`src/rtl/cgf_pkg.sv`:
```
package cgf_pkg;
  localparam int CGF_CNT_W = 3;
  localparam int CGF_PER_W = 8;
  localparam int CGF_SYNC_STAGES = 2;

  typedef enum logic {
    SRC_DIV = 1'b0,
    SRC_EXT = 1'b1
  } cgf_src_e;
endpackage

```
`src/rtl/cgf_sync.sv`:
```
module cgf_sync #(
  parameter int STAGES = 2
) (
  input  logic clk,
  input  logic rst,
  input  logic d,
  output logic q
);
  logic [STAGES-1:0] chain;

  always_ff @(posedge clk) begin
    if (rst) chain <= '0;
    else     chain <= {chain[STAGES-2:0], d};
  end

  assign q = chain[STAGES-1];
endmodule

```
`src/rtl/cgf_tick_gen.sv`:
```
module cgf_tick_gen
  import cgf_pkg::*;
#(
  parameter int PER_W = CGF_PER_W
) (
  input  logic             clk,
  input  logic             rst,
  input  logic             active,
  input  cgf_src_e         src,
  input  logic [PER_W-1:0] per,
  input  logic             strobe_s,
  output logic             tick
);
  logic [PER_W-1:0] div_cnt;
  logic             strobe_d;
  logic             div_hit;
  logic             edge_hit;

  assign div_hit  = (div_cnt == per - PER_W'(1));
  assign edge_hit = strobe_s & ~strobe_d;

  always_ff @(posedge clk) begin
    if (rst || !active || src != SRC_DIV) div_cnt <= '0;
    else if (div_hit)                     div_cnt <= '0;
    else                                  div_cnt <= div_cnt + PER_W'(1);
  end

  always_ff @(posedge clk) begin
    if (rst) strobe_d <= 1'b0;
    else     strobe_d <= strobe_s;
  end

  always_comb begin
    tick = 1'b0;
    if (active) tick = (src == SRC_EXT) ? edge_hit : div_hit;
  end

  a_r2_div_bound: assert property (@(posedge clk) disable iff (rst)
    (active && src == SRC_DIV) |-> (div_cnt < per));

  a_r3_one_tick_per_edge: assert property (@(posedge clk) disable iff (rst)
    (active && src == SRC_EXT && tick) |=> !tick);
endmodule

```
`src/rtl/cgf_vote.sv`:
```
module cgf_vote #(
  parameter int CNT_W = 3
) (
  input  logic             clk,
  input  logic             rst,
  input  logic             active,
  input  logic             tick,
  input  logic             level_s,
  input  logic [CNT_W-1:0] need,
  output logic             out_q,
  output logic             chg_q
);
  logic [CNT_W-1:0] agree;
  logic             differs;
  logic             last_one;

  assign differs  = (level_s != out_q);
  assign last_one = (agree == need - CNT_W'(1));

  always_ff @(posedge clk) begin
    if (rst || !active) begin
      out_q <= 1'b0;
      chg_q <= 1'b0;
      agree <= '0;
    end else begin
      chg_q <= 1'b0;
      if (tick) begin
        if (!differs) begin
          agree <= '0;
        end else if (last_one) begin
          out_q <= ~out_q;
          chg_q <= 1'b1;
          agree <= '0;
        end else begin
          agree <= agree + CNT_W'(1);
        end
      end
    end
  end

  a_r4_flip_on_tick_only: assert property (@(posedge clk) disable iff (rst)
    ($past(active) && out_q != $past(out_q)) |-> $past(tick));

  a_r4_count_bound: assert property (@(posedge clk) disable iff (rst)
    active |-> (agree < need));

  a_r7_restart_on_agree: assert property (@(posedge clk) disable iff (rst)
    (active && tick && !differs) |=> (agree == '0));

  a_r6_cleared_when_off: assert property (@(posedge clk) disable iff (rst)
    !active |=> (!out_q && agree == '0));

  a_r9_pulse_marks_flip: assert property (@(posedge clk) disable iff (rst)
    chg_q |-> (out_q != $past(out_q)));

  a_r9_pulse_single: assert property (@(posedge clk) disable iff (rst)
    chg_q |=> !chg_q);
endmodule

```
`src/rtl/cmp_glitch_filter.sv`:
```
module cmp_glitch_filter
  import cgf_pkg::*;
#(
  parameter int CNT_W       = CGF_CNT_W,
  parameter int PER_W       = CGF_PER_W,
  parameter int SYNC_STAGES = CGF_SYNC_STAGES
) (
  input  logic             clk,
  input  logic             rst,
  input  logic             raw_in,
  input  logic             strobe_in,
  input  logic             ext_sel,
  input  logic [PER_W-1:0] period_val,
  input  logic [CNT_W-1:0] count_val,
  output logic             filt_out,
  output logic             filt_chg
);
  logic             en_now;
  logic             en_q;
  logic             active;
  logic [CNT_W-1:0] cfg_cnt;
  logic [PER_W-1:0] cfg_per;
  cgf_src_e         cfg_src;
  logic             raw_s;
  logic             strobe_s;
  logic             tick;

  assign en_now = (count_val > CNT_W'(1)) && ((period_val != '0) || ext_sel);
  assign active = en_q && en_now;

  always_ff @(posedge clk) begin
    if (rst) begin
      en_q    <= 1'b0;
      cfg_cnt <= '0;
      cfg_per <= '0;
      cfg_src <= SRC_DIV;
    end else begin
      en_q <= en_now;
      if (!en_q) begin
        cfg_cnt <= count_val;
        cfg_per <= period_val;
        cfg_src <= ext_sel ? SRC_EXT : SRC_DIV;
      end
    end
  end

  cgf_sync #(.STAGES(SYNC_STAGES)) u_raw_sync (
    .clk(clk), .rst(rst), .d(raw_in), .q(raw_s)
  );

  cgf_sync #(.STAGES(SYNC_STAGES)) u_stb_sync (
    .clk(clk), .rst(rst), .d(strobe_in), .q(strobe_s)
  );

  cgf_tick_gen #(.PER_W(PER_W)) u_tick (
    .clk(clk), .rst(rst), .active(active), .src(cfg_src),
    .per(cfg_per), .strobe_s(strobe_s), .tick(tick)
  );

  cgf_vote #(.CNT_W(CNT_W)) u_vote (
    .clk(clk), .rst(rst), .active(active), .tick(tick),
    .level_s(raw_s), .need(cfg_cnt), .out_q(filt_out), .chg_q(filt_chg)
  );

  a_r1_low_count_forces_zero: assert property (@(posedge clk) disable iff (rst)
    (count_val <= CNT_W'(1)) |=> !filt_out);

  a_r8_cfg_held_while_running: assert property (@(posedge clk) disable iff (rst)
    $past(en_q) |-> ($stable(cfg_cnt) && $stable(cfg_per) && $stable(cfg_src)));
endmodule

```
`config.mk`:
```
export PLATFORM = sky130hd
export DESIGN_NAME = cmp_glitch_filter
export DESIGN_NICKNAME = d
export VERILOG_FILES = /design/src/rtl/cgf_pkg.sv /design/src/rtl/cgf_sync.sv /design/src/rtl/cgf_tick_gen.sv /design/src/rtl/cgf_vote.sv /design/src/rtl/cmp_glitch_filter.sv
export SDC_FILE = /design/constraint.sdc
export NUM_CORES = 1
export LEC_CHECK = 0
export BUFFER_PORTS_ARGS = -buffer_cell sky130_fd_sc_hd__buf_2
export CORE_UTILIZATION = 26
export DETAILED_ROUTE_END_ITERATION = 8
export PLACE_DENSITY_LB_ADDON = 0.3
export SLEW_MARGIN = 40
export SYNTH_ARGS = -nofsm -noshare
export SYNTH_HDL_FRONTEND = slang
export SYNTH_HIERARCHICAL = 1
export SYNTH_SLANG_ARGS = --single-unit
```
`constraint.sdc`:
```
create_clock -name clk -period 3.1 [get_ports clk]
set_clock_uncertainty 0.2 [all_clocks]
set_input_delay 0 -clock clk [delete_from_list [all_inputs] [get_ports clk]]
set_output_delay 0 -clock clk [all_outputs]
set_load 0.02 [all_outputs]
```
## Yosys cells after proc, flatten, opt, wreduce, memory -nomap -nowiden

Index checks and enable logic that the tools add are counted.

| storage, ports and cells | value |
|---|---|
| register bits after elaboration | 31 |
| bits of input ports | 16 |
| output and inout port bits | 2 |
| logic and storage cells | 40 |

| cells by class | value |
|---|---|
| add/sub/neg operators | 4 |
| magnitude comparators | 1 |
| equal/unequal tests | 3 |
| multiplexer cells | 6 |
| bitwise logic cells | 5 |
| reduce and logical (&&, ||, !) cells | 10 |

Operators with widths:

| operator | number |
|---|---|
| 8-bit by 1-bit adder with 8-bit output, second input constant | 1 |
| 8-bit equality test | 1 |
| 8-bit nonzero test | 1 |
| 8-bit by 1-bit subtractor with 8-bit output, second input constant | 1 |
| 3-bit two-way mux | 2 |
| 1-bit two-way mux | 4 |
| 1-bit inverter | 4 |
| 3-bit by 1-bit adder with 3-bit output, second input constant | 1 |
| 3-bit equality test | 1 |
| 3-bit by 1-bit > comparator with 1-bit output, second input constant | 1 |
| 1-bit logical OR | 3 |
| 3-bit AND reduction | 1 |
| 3-bit OR reduction | 1 |
| 3-bit by 1-bit subtractor with 3-bit output, second input constant | 1 |
| 1-bit logical AND | 2 |
| 2-bit OR reduction | 1 |
| 1-bit AND | 1 |
| 1-bit zero test | 1 |
| 1-bit inequality test | 1 |

## Depth between registers and ports, before layout

Gate-level depths: netlist (run 1).

| logic depth | value |
|---|---|
| depth in word-level cells | 8 |
| gate-level depth with buffers | 11 |

## Cells and area by module

The synthesis (run 1) kept the hierarchy.

Modules (own cells, without submodules):

| module | instances | cells an instance | area an instance (um2) | sequential area each (um2) |
|---|---|---|---|---|
| cgf_tick_gen | 1 | 70 | 620.6 | 180.2 |
| cmp_glitch_filter | 1 | 47 | 504.2 | 260.2 |
| cgf_vote | 1 | 29 | 296.5 | 100.1 |
| cgf_sync | 2 | 4 | 52.6 | 40.0 |

## Worst setup path after synthesis (run 1)

Ideal clock, no wire load.

| timing | value |
|---|---|
| path type | reg2reg |
| start | register cfg_per[0] |
| end | register u_vote.agree[0] |
| library setup time | 0.121 ns |
| arrival time | 2.349 ns |
| setup slack | 0.431 ns |
| cell stages (with the launch flop) | 11 |
| buffers on the path | 0 |
| clock period less this slack | 2.669 ns |
| cell sequence | dfxtp_1 inv_1 ha_1 nor3b_1 mux2i_1 a2bb2oi_1 a221oi_4 a31o_1 and3_1 and2_4 mux2_2 |

| between the ends | value |
|---|---|
| word-level cells in the longest chain between the ends | 4 |

Ends and longest elaborated chain:

| what | line | RTL |
|---|---|---|
| start: declaration | cmp_glitch_filter.sv:22 | `logic [PER_W-1:0] cfg_per;` |
| start signal: assignment | cmp_glitch_filter.sv:41 | `cfg_per <= period_val;` |
| 8-bit by 1-bit subtractor with 8-bit output | cgf_tick_gen.sv:19 | `assign div_hit = (div_cnt == per - PER_W'(1));` |
| 8-bit equality test | cgf_tick_gen.sv:19 |  |
| 1-bit two-way mux (2 in a row) | cgf_tick_gen.sv:35 | `if (active) tick = (src == SRC_EXT) ? edge_hit : div_hit;` |
| net tick | cmp_glitch_filter.sv:26 | `logic tick;` |
| end signal: assignment | cgf_vote.sv:35 | `agree <= agree + CNT_W'(1);` |
| end: declaration | cgf_vote.sv:13 | `logic [CNT_W-1:0] agree;` |

The timed path passes the listed nets, and every way through them passes these cells.
A chain may end at the register's enable or synchronous reset.

## Worst setup path after layout (run 1)

Ends and elaborated chain as after synthesis.

==> metrics.csv, run 1 <==
stage,metric,value,unit
run_status,status,completed,
route,first_pass_iters,4,
die,ios,18,
setup_path,cp.arrival,2.80,ns
clock_network,cts_tree,done,
die,die_width,78.62,um
sta,slew_headroom,58.56,%
logic_synthesis,avgSynthCellArea,9.912,um^2
sta,max_freq,354.1,MHz
clock_network,clock_path_buffers,2,
layout,final_nets,225,
layout,drive_gt1_share,16.99,%
route,first_iter_violations,33,
logic_synthesis,synth-edff-count,0,
power_and_ir_drop,leakage,0.8781,nW
setup_path,r2r-start,cfg_per[0],
layout,fin_util,37.67,%
logic_synthesis,synth.distinct_cells,40,
layout,antenna_cells,0,
power_and_ir_drop,ir_drop,0.2681,mV
setup_path,startpoint_type,flip-flop,
power_and_ir_drop,p_per_area,491.4,nW/um^2
grt,grt_pass1_wl,5.513,mm
die,die_y,78.62,um
grt,antenna_found_initial,0,
placed_design,routabilityCongestion,0.7147,
placed_design,dp_hpwl,2.112,mm
grt,globalRouteTotalUtil,11.78,%
worst_hold_path,min_path_cells,1,
sta,slew_violations,0,
clock_network,cts_made_buffers,5,
grt,first_global_vias,1230,
sta,worstMarginPinSlew,0.6160,ns
logic_synthesis,async_reset_ff_share,0,%
setup_path,critPathKind,flip-flop to flip-flop,
layout,nFillCells,582,
sta,finalSetupViolations,0,
clock_network,cts_sinks,31,
worst_hold_path,hp-class,flip-flop to flip-flop,
die,core,5574,um^2
route,ant_nets,0,
clock_network,cts.clk_slew.worst_paths,0.07,ns
route,vias,1212,
sta,rsz0062_at_grt,no,
sta,post-route-period-util,91.10,%
route,route.detailed.drc,0,
sta,setup_tns,0,ns
logic_synthesis,synthCells,154,
job,drv_cap,0,
worst_hold_path,worstHoldEndpoint,u_stb_sync/chain[1],
logic_synthesis,synth_ff_type,dfxtp_1,
placed_design,portBuffers,17,
grt,overflow,0,
setup_path,r2r_setup_slack,0.28,ns
clock_network,clock-root-buffer,clkbuf_8,
logic_synthesis,yosys_register_bits,31,
clock_network,clkLatencyLatePin,0.28,ns
sta,min_period,2.824,ns
route,drt-total-wl,3.078,mm
route,avgRoutedWirePerCell,11.07,um
setup_path,worstPathMaxFanout,5,
layout,area_growth,37.54,%
clock_network,htreeDepth,2,
logic_synthesis,synth_warnings,6,
logic_synthesis,synthesis.area,1526,um^2
die,design.die.area,6181,um^2
logic_synthesis,syn_nets,174,
route,viasPerCell,4.360,
setup_path,worstRegToRegCells,10,
die,floorplan.initialDensity,27.38,%
worst_hold_path,min_from,u_stb_sync/chain[0],
setup_path,r2r-end,u_vote/agree[0],
setup_path,worstSetupEndpointType,flip-flop,
sta,timing.final.hold_violations,0,
logic_synthesis,yosysSeqAreaShare,40.66,%
die,row_count,27,
setup_path,crit_required,3.08,ns
grt,grt_max_degree,21,
[final cells by class]
class	count	area, um^2	area share [%]
flip-flops and latches	31	620.6	29.56
clock inverters	2	60.06	2.861
clock buffers	6	72.57	3.457
multi-input cells	112	839.6	39.99
well taps	72	90.09	4.291
inverters	7	26.28	1.251
repair buffers	48	390.4	18.59
[critical path, cell delays in order (launching register included)]
cell and delay [ns]:
dfxtp_1 0.35, inv_1 0.07, ha_1 0.17, nor3b_1 0.41, mux2i_1 0.25, a2bb2oi_1 0.29, a221oi_4 0.12, a31o_1 0.25
and3_1 0.18, and2_4 0.17, mux2_2 0.25
[power by group]
| group | total (mW) | switching [mW] | internal, mW |
|---|---|---|---|
| combinational | 0.129 | 0.0533 | 0.0756 |
| clock | 0.475 | 0.154 | 0.321 |
| sequential | 0.428 | 0.0145 | 0.413 |
| total | 1.03 | 0.222 | 0.810 |
[per-stage QoR]
stage / setup WS (ns) / cells / power [mW] / area [um^2] / hold WS, ns
4_1_cts: 0.2659 / 278 / 1.045 / 2100 / 0.2451
3_3_place_gp: 0.3647 / 241 / 0.5360 / 1677 / 0.008607
5_1_grt: 0.08730 / 278 / 1.086 / 2100 / 0.2614
3_5_place_dp: 0.2866 / 241 / 0.5354 / 1677 / 0.01410
2_1_floorplan: 0.4308 / 154 / 0.5124 / 1526 / -0.1284
6_report: 0.2759 / 278 / 1.032 / 2100 / 0.2413
[synth_stat cells (2+ instances only)]
| library cell | number | area share (%) |
|---|---|---|
| nand3_1 | 4 | 1.3 |
| and2_1 | 2 | 0.82 |
| o31ai_1 | 2 | 0.98 |
| nand2_1 | 5 | 1.2 |
| nor3_1 | 9 | 3.0 |
| xor2_1 | 8 | 4.6 |
| nor2_1 | 17 | 4.2 |
| a31oi_1 | 2 | 0.82 |
| inv_1 | 7 | 1.7 |
| xnor2_1 | 10 | 5.7 |
| nor3b_1 | 3 | 1.5 |
| mux2i_1 | 14 | 9.2 |
| dfxtp_1 | 31 | 41 |
| ha_1 | 4 | 3.3 |
| nor2b_1 | 10 | 4.1 |
| nand4_1 | 2 | 0.82 |
[how the worst max path moves through the flow]
stage,start,to,slack [ns],cells after the start
finish,cfg_per[0],u_vote/agree[0],0.28,10
global placement,cfg_per[0],u_vote/agree[0],0.36,10
detailed placement,cfg_per[0],u_vote/agree[0],0.29,10
floorplan,cfg_per[0],u_vote/agree[0],0.43,10
global route,cfg_per[0],u_vote/agree[0],0.09,10
CTS,cfg_per[0],u_vote/agree[0],0.27,10
[placed cells by master, fill, tap and decap left out, drive strengths merged, types with 2 or more instances in the layout]
cell | Yosys | routed
nand4 | 2 | 2
buf | 4 | 19
dlygate4sd3 | 0 | 29
mux2i | 14 | 14
o31ai | 2 | 2
bufinv | 0 | 2
xnor2 | 10 | 10
ha | 4 | 4
clkbuf | 0 | 6
nor3 | 9 | 9
nand3 | 5 | 5
and2 | 3 | 3
nor2 | 17 | 17
nor3b | 3 | 3
xor2 | 8 | 8
nand2 | 5 | 5
inv | 7 | 7
a31oi | 2 | 2
nor2b | 10 | 10
o21ai | 2 | 2
dfxtp | 31 | 31
nor4 | 2 | 2
[cell families (layout without fill, tap and decap cells)]
logic type                 count (synthesis)  after routing  share of synthesized area [%]
xor gates and xnor gates                  19             19                          11.80
DFF                                       31             31                          40.66
buffers and inverters                     11             63                          4.344
AOI/OAI and AO/OA                         13             13                          7.705
adders and majority gates                  4              4                          3.279
and+or+nand+nor                           61             61                          22.30
muxes                                     15             15                          9.918
[layer usage]
metal | GRT usage, % | part of all wire (%) | vias up
met5 | 0 | 0 | -
li1 | - | - | 639
met2 | 18.09 | 43 | 23
met1 | 14.58 | 51 | 543
met3 | 3.837 | 3.3 | 7
met4 | 6.111 | 2.3 | 0
[sequential cells by signal (all words and copies together), names as in the netlist]
| name | flops |
|---|---|
| cfg_cnt | 3 |
| cfg_per | 8 |
| u_tick/strobe_d | 1 |
| u_vote/agree | 3 |
| cfg_src | 1 |
| en_q | 1 |
| u_vote/chg_q | 1 |
| u_tick/div_cnt | 8 |
| u_raw_sync/chain | 2 |
| u_stb_sync/chain | 2 |
| u_vote/out_q | 1 |
[what timing repair did]
item | 4_1_cts | 5_1_grt
setup buffers | 0 | 0
hold buffers | 29 | 0
gates resized for setup | 0 | 0
endpoints found under the setup margin | 0 | 0
endpoints found under the hold margin | 18 | 0
Power figures use the tool's default switching activity.
==> inputs of run 2 (changes only) <==
Settings changed: SYNTH_HIERARCHICAL 1 to unset.
==> run 2 against run 1 <==
  * Critical endpoint is now u_vote.agree[1]
  * Total power shrank 10%
  * Highest routed layer unchanged
  * Synthesized cell count grew 12%
  * Largest power group is now registers
  * Area after synthesis grew 1.3%
  * Critical path type unchanged
==> metrics.csv, run 2 <==
stage,metric,value,unit
run_status,status,completed,
route,ant_nets,0,
setup_path,r2r_setup_slack,0.33,ns
sta,slew_violations,0,
clock_network,htreeDepth,2,
route,viasPerCell,4.519,
worst_hold_path,hp-class,flip-flop to flip-flop,
setup_path,critPathKind,flip-flop to flip-flop,
sta,post-route-period-util,89.45,%
sta,timing.final.hold_violations,0,
logic_synthesis,synth_ff_type,dfxtp_1,
grt,globalRouteTotalUtil,12.81,%
power_and_ir_drop,power_frac_clock,38.2,%
logic_synthesis,async_reset_ff_share,0,%
layout,drive_gt1_share,13.12,%
die,die_width,79.13,um
grt,grt_max_degree,20,
setup_path,endpoint,u_vote.agree[1],
placed_design,routabilityCongestion,0.7547,
logic_synthesis,synthesis.area,1546,um^2
route,wl_met3,151,um
setup_path,startpoint_type,flip-flop,
die,die_y,79.13,um
placed_design,portBuffers,17,
die,ios,18,
setup_path,cp_slowest_cell,or4b_1,
logic_synthesis,synth_most_common_cell,dfxtp_1,
power_and_ir_drop,switching_power,233.6,uW
logic_synthesis,synth_top_cell_area_share,40.13,%
sta,finalSetupViolations,0,
clock_network,cts.clk_slew.worst_paths,0.07,ns
die,floorplan.initialDensity,27.58,%
setup_path,r2r-end,u_vote.agree[1],
route,vias,1324,
logic_synthesis,syn_nets,193,
setup_path,r2r-start,cfg_per[0],
clock_network,postCtsSetupBuffers,0,
layout,nFillCells,591,
setup_path,path_cells,"inv_1, ha_1, o21ba_1, a221oi_1, a41oi_1, nor4_4, a31oi_2, or4b_1, a21oi_1",
logic_synthesis,synth.distinct_cells,37,
job,drv_cap,0,
grt,antenna_found_initial,0,
logic_synthesis,synth_warnings,0,
clock_network,clock_path_buffers,2,
layout,antenna_cells,0,
layout,top_regs,"cfg_per x8, u_tick.div_cnt x8",
layout,layout_commonest_cell,dfxtp_1,
route,route.detailed.drc,0,
setup_path,worstSetupEndpointType,flip-flop,
logic_synthesis,synthCells,173,
route,top_layer,met4,
placed_design,dp_hpwl,2.313,mm
logic_synthesis,yosysTopAreaCell,dfxtp_1,
logic_synthesis,avgSynthCellArea,8.939,um^2
sta,worstMarginPinSlew,0.3730,ns
logic_synthesis,synth-edff-count,0,
power_and_ir_drop,leakage,0.8833,nW
sta,rsz0062_at_grt,no,
placed_design,place_area,1700,um^2
die,core,5608,um^2
clock_network,clkLatencyLatePin,0.29,ns
logic_synthesis,yosysSeqAreaShare,40.13,%
sta,min_period,2.773,ns
grt,first_global_vias,1313,
power_and_ir_drop,swShare,25.19,%
setup_path,startpoint,cfg_per[0],
route,first_pass_iters,4,
clock_network,cts_tree,done,
setup_path,cp.arrival,2.79,ns
logic_synthesis,synth_commonest_cells,"dfxtp_1, nor2_1, mux2i_1, xor2_1, xnor2_1",
die,design.die.area,6261,um^2
sta,setup_tns,0,ns
route,avgRoutedWirePerCell,11.61,um
setup_path,worst-path-buf-inv,1,
layout,final_cell_mix,"dfxtp_1, dlygate4sd3_1, nor2_1",
setup_path,worstPathMaxFanout,8,
setup_path,critPathTopFamily,compound AO/OA/AOI/OAI gates,
die,row_count,27,
setup_path,path_depth,9,
grt,overflow,0,
sta,max_freq,360.6,MHz
power_and_ir_drop,p_int,693.9,uW
route,first_iter_violations,35,
clock_network,cts_made_buffers,5,
route,wl_met1,1.711,mm
layout,area_growth,35.19,%
setup_path,slowest_delay,0.52,ns
route,drt-total-wl,3.403,mm
clock_network,clock-root-buffer,clkbuf_8,
clock_network,cts_sinks,31,
power_and_ir_drop,p_comb_share,15.5,%
power_and_ir_drop,power_frac_seq,46.3,%
sta,slew_headroom,74.92,%
layout,final_nets,240,
setup_path,worstRegToRegCells,9,
layout,fin_area,2091,um^2
route,met2WireLength,1.477,mm
power_and_ir_drop,ir_drop,0.2242,mV
logic_synthesis,yosys_register_bits,31,
setup_path,crit_required,3.12,ns
power_and_ir_drop,p_per_area,443.6,nW/um^2
logic_synthesis,synth_area_leaders,"dfxtp_1, mux2i_1, xor2_1",
grt,grt_pass1_wl,6.058,mm
==> run 2: changes by cell type after synthesis, sizes merged, moves of 3 or more <==
cell / before / now
and3: 1 / 4
clkbuf: 0 / 4
nor2: 17 / 25
nand2: 5 / 8
a21oi: 0 / 6
nor2b: 10 / 7
xor2: 8 / 12
nor3: 9 / 5
==> run 2: cell families (layout without fill, tap and decap cells) <==
group	after synthesis	count (layout)	synth area share (%)
xor+xnor	21	21	11.89
mux	12	12	7.767
buf+inv	15	63	3.802
compound gates	22	22	9.790
flops	31	31	40.13
simple gates	68	68	23.38
fa+ha+maj	4	4	3.236
==> run 2: through the flow <==
step	hold WS, ns	total power [mW]	util, %	cells	setup slack (ns)
after floorplan	-0.07182	0.5213	-	173	0.3747
after global placement	0.01969	0.5511	30.32	256	0.2912
after detailed placement	0.02671	0.5511	30.32	256	0.2442
after CTS	0.2536	0.9372	37.28	293	0.2044
after global routing	0.2670	0.9749	37.28	293	0.1292
final	0.2434	0.9275	37.28	293	0.3271
==> run 2: layout make-up <==
type	count	area, um^2	share of cell area, %
tap	72	90.09	4.309
inverter	8	30.03	1.436
clock buffer	8	100.1	4.788
timing repair buffer	47	382.9	18.31
sequential	31	620.6	29.68
multi-input combinational	127	867.1	41.47
==> run 2: metal layers <==
layer	up-vias	global-route usage [%]
met5	-	0
met4	0	5.455
met3	7	5.172
met2	23	19.14
met1	610	16.14
li1	684	-
==> run 2: power groups by stage <==
stage	Sequential, mW	Combinational [mW]	Clock (mW)
final	0.430	0.143	0.354
after global routing	0.432	0.159	0.383
after CTS	0.430	0.143	0.365
after detailed placement	0.439	0.112	0
after global placement	0.438	0.113	0
after floorplan	0.434	0.0877	0
==> run 2: worst reg2reg max path, cell delays in order, from the launching register on <==
cell and delay (ns):
dfxtp_1 0.42, inv_1 0.07, ha_1 0.30, o21ba_1 0.21, a221oi_1 0.29, a41oi_1 0.11
nor4_4 0.24, a31oi_2 0.19, or4b_1 0.52, a21oi_1 0.15
==> run 2: timing repair <==
action	4_1_cts	5_1_grt
endpoints found under the setup margin	0	1
hold endpoints to repair	18	0
resized for setup	0	0
hold buffers	29	0
==> run 2: worst min path at each step <==
stage	startpoint	to	slack, ns	depth (start not counted)
2_1_floorplan	raw_in	u_raw_sync.chain[0]	-0.07	1
3_3_place_gp	strobe_in	u_stb_sync.chain[0]	0.02	2
3_5_place_dp	strobe_in	u_stb_sync.chain[0]	0.03	2
4_1_cts	u_raw_sync.chain[0]	u_raw_sync.chain[1]	0.25	1
5_1_grt	u_raw_sync.chain[0]	u_raw_sync.chain[1]	0.27	1
6_report	u_stb_sync.chain[0]	u_stb_sync.chain[1]	0.24	1
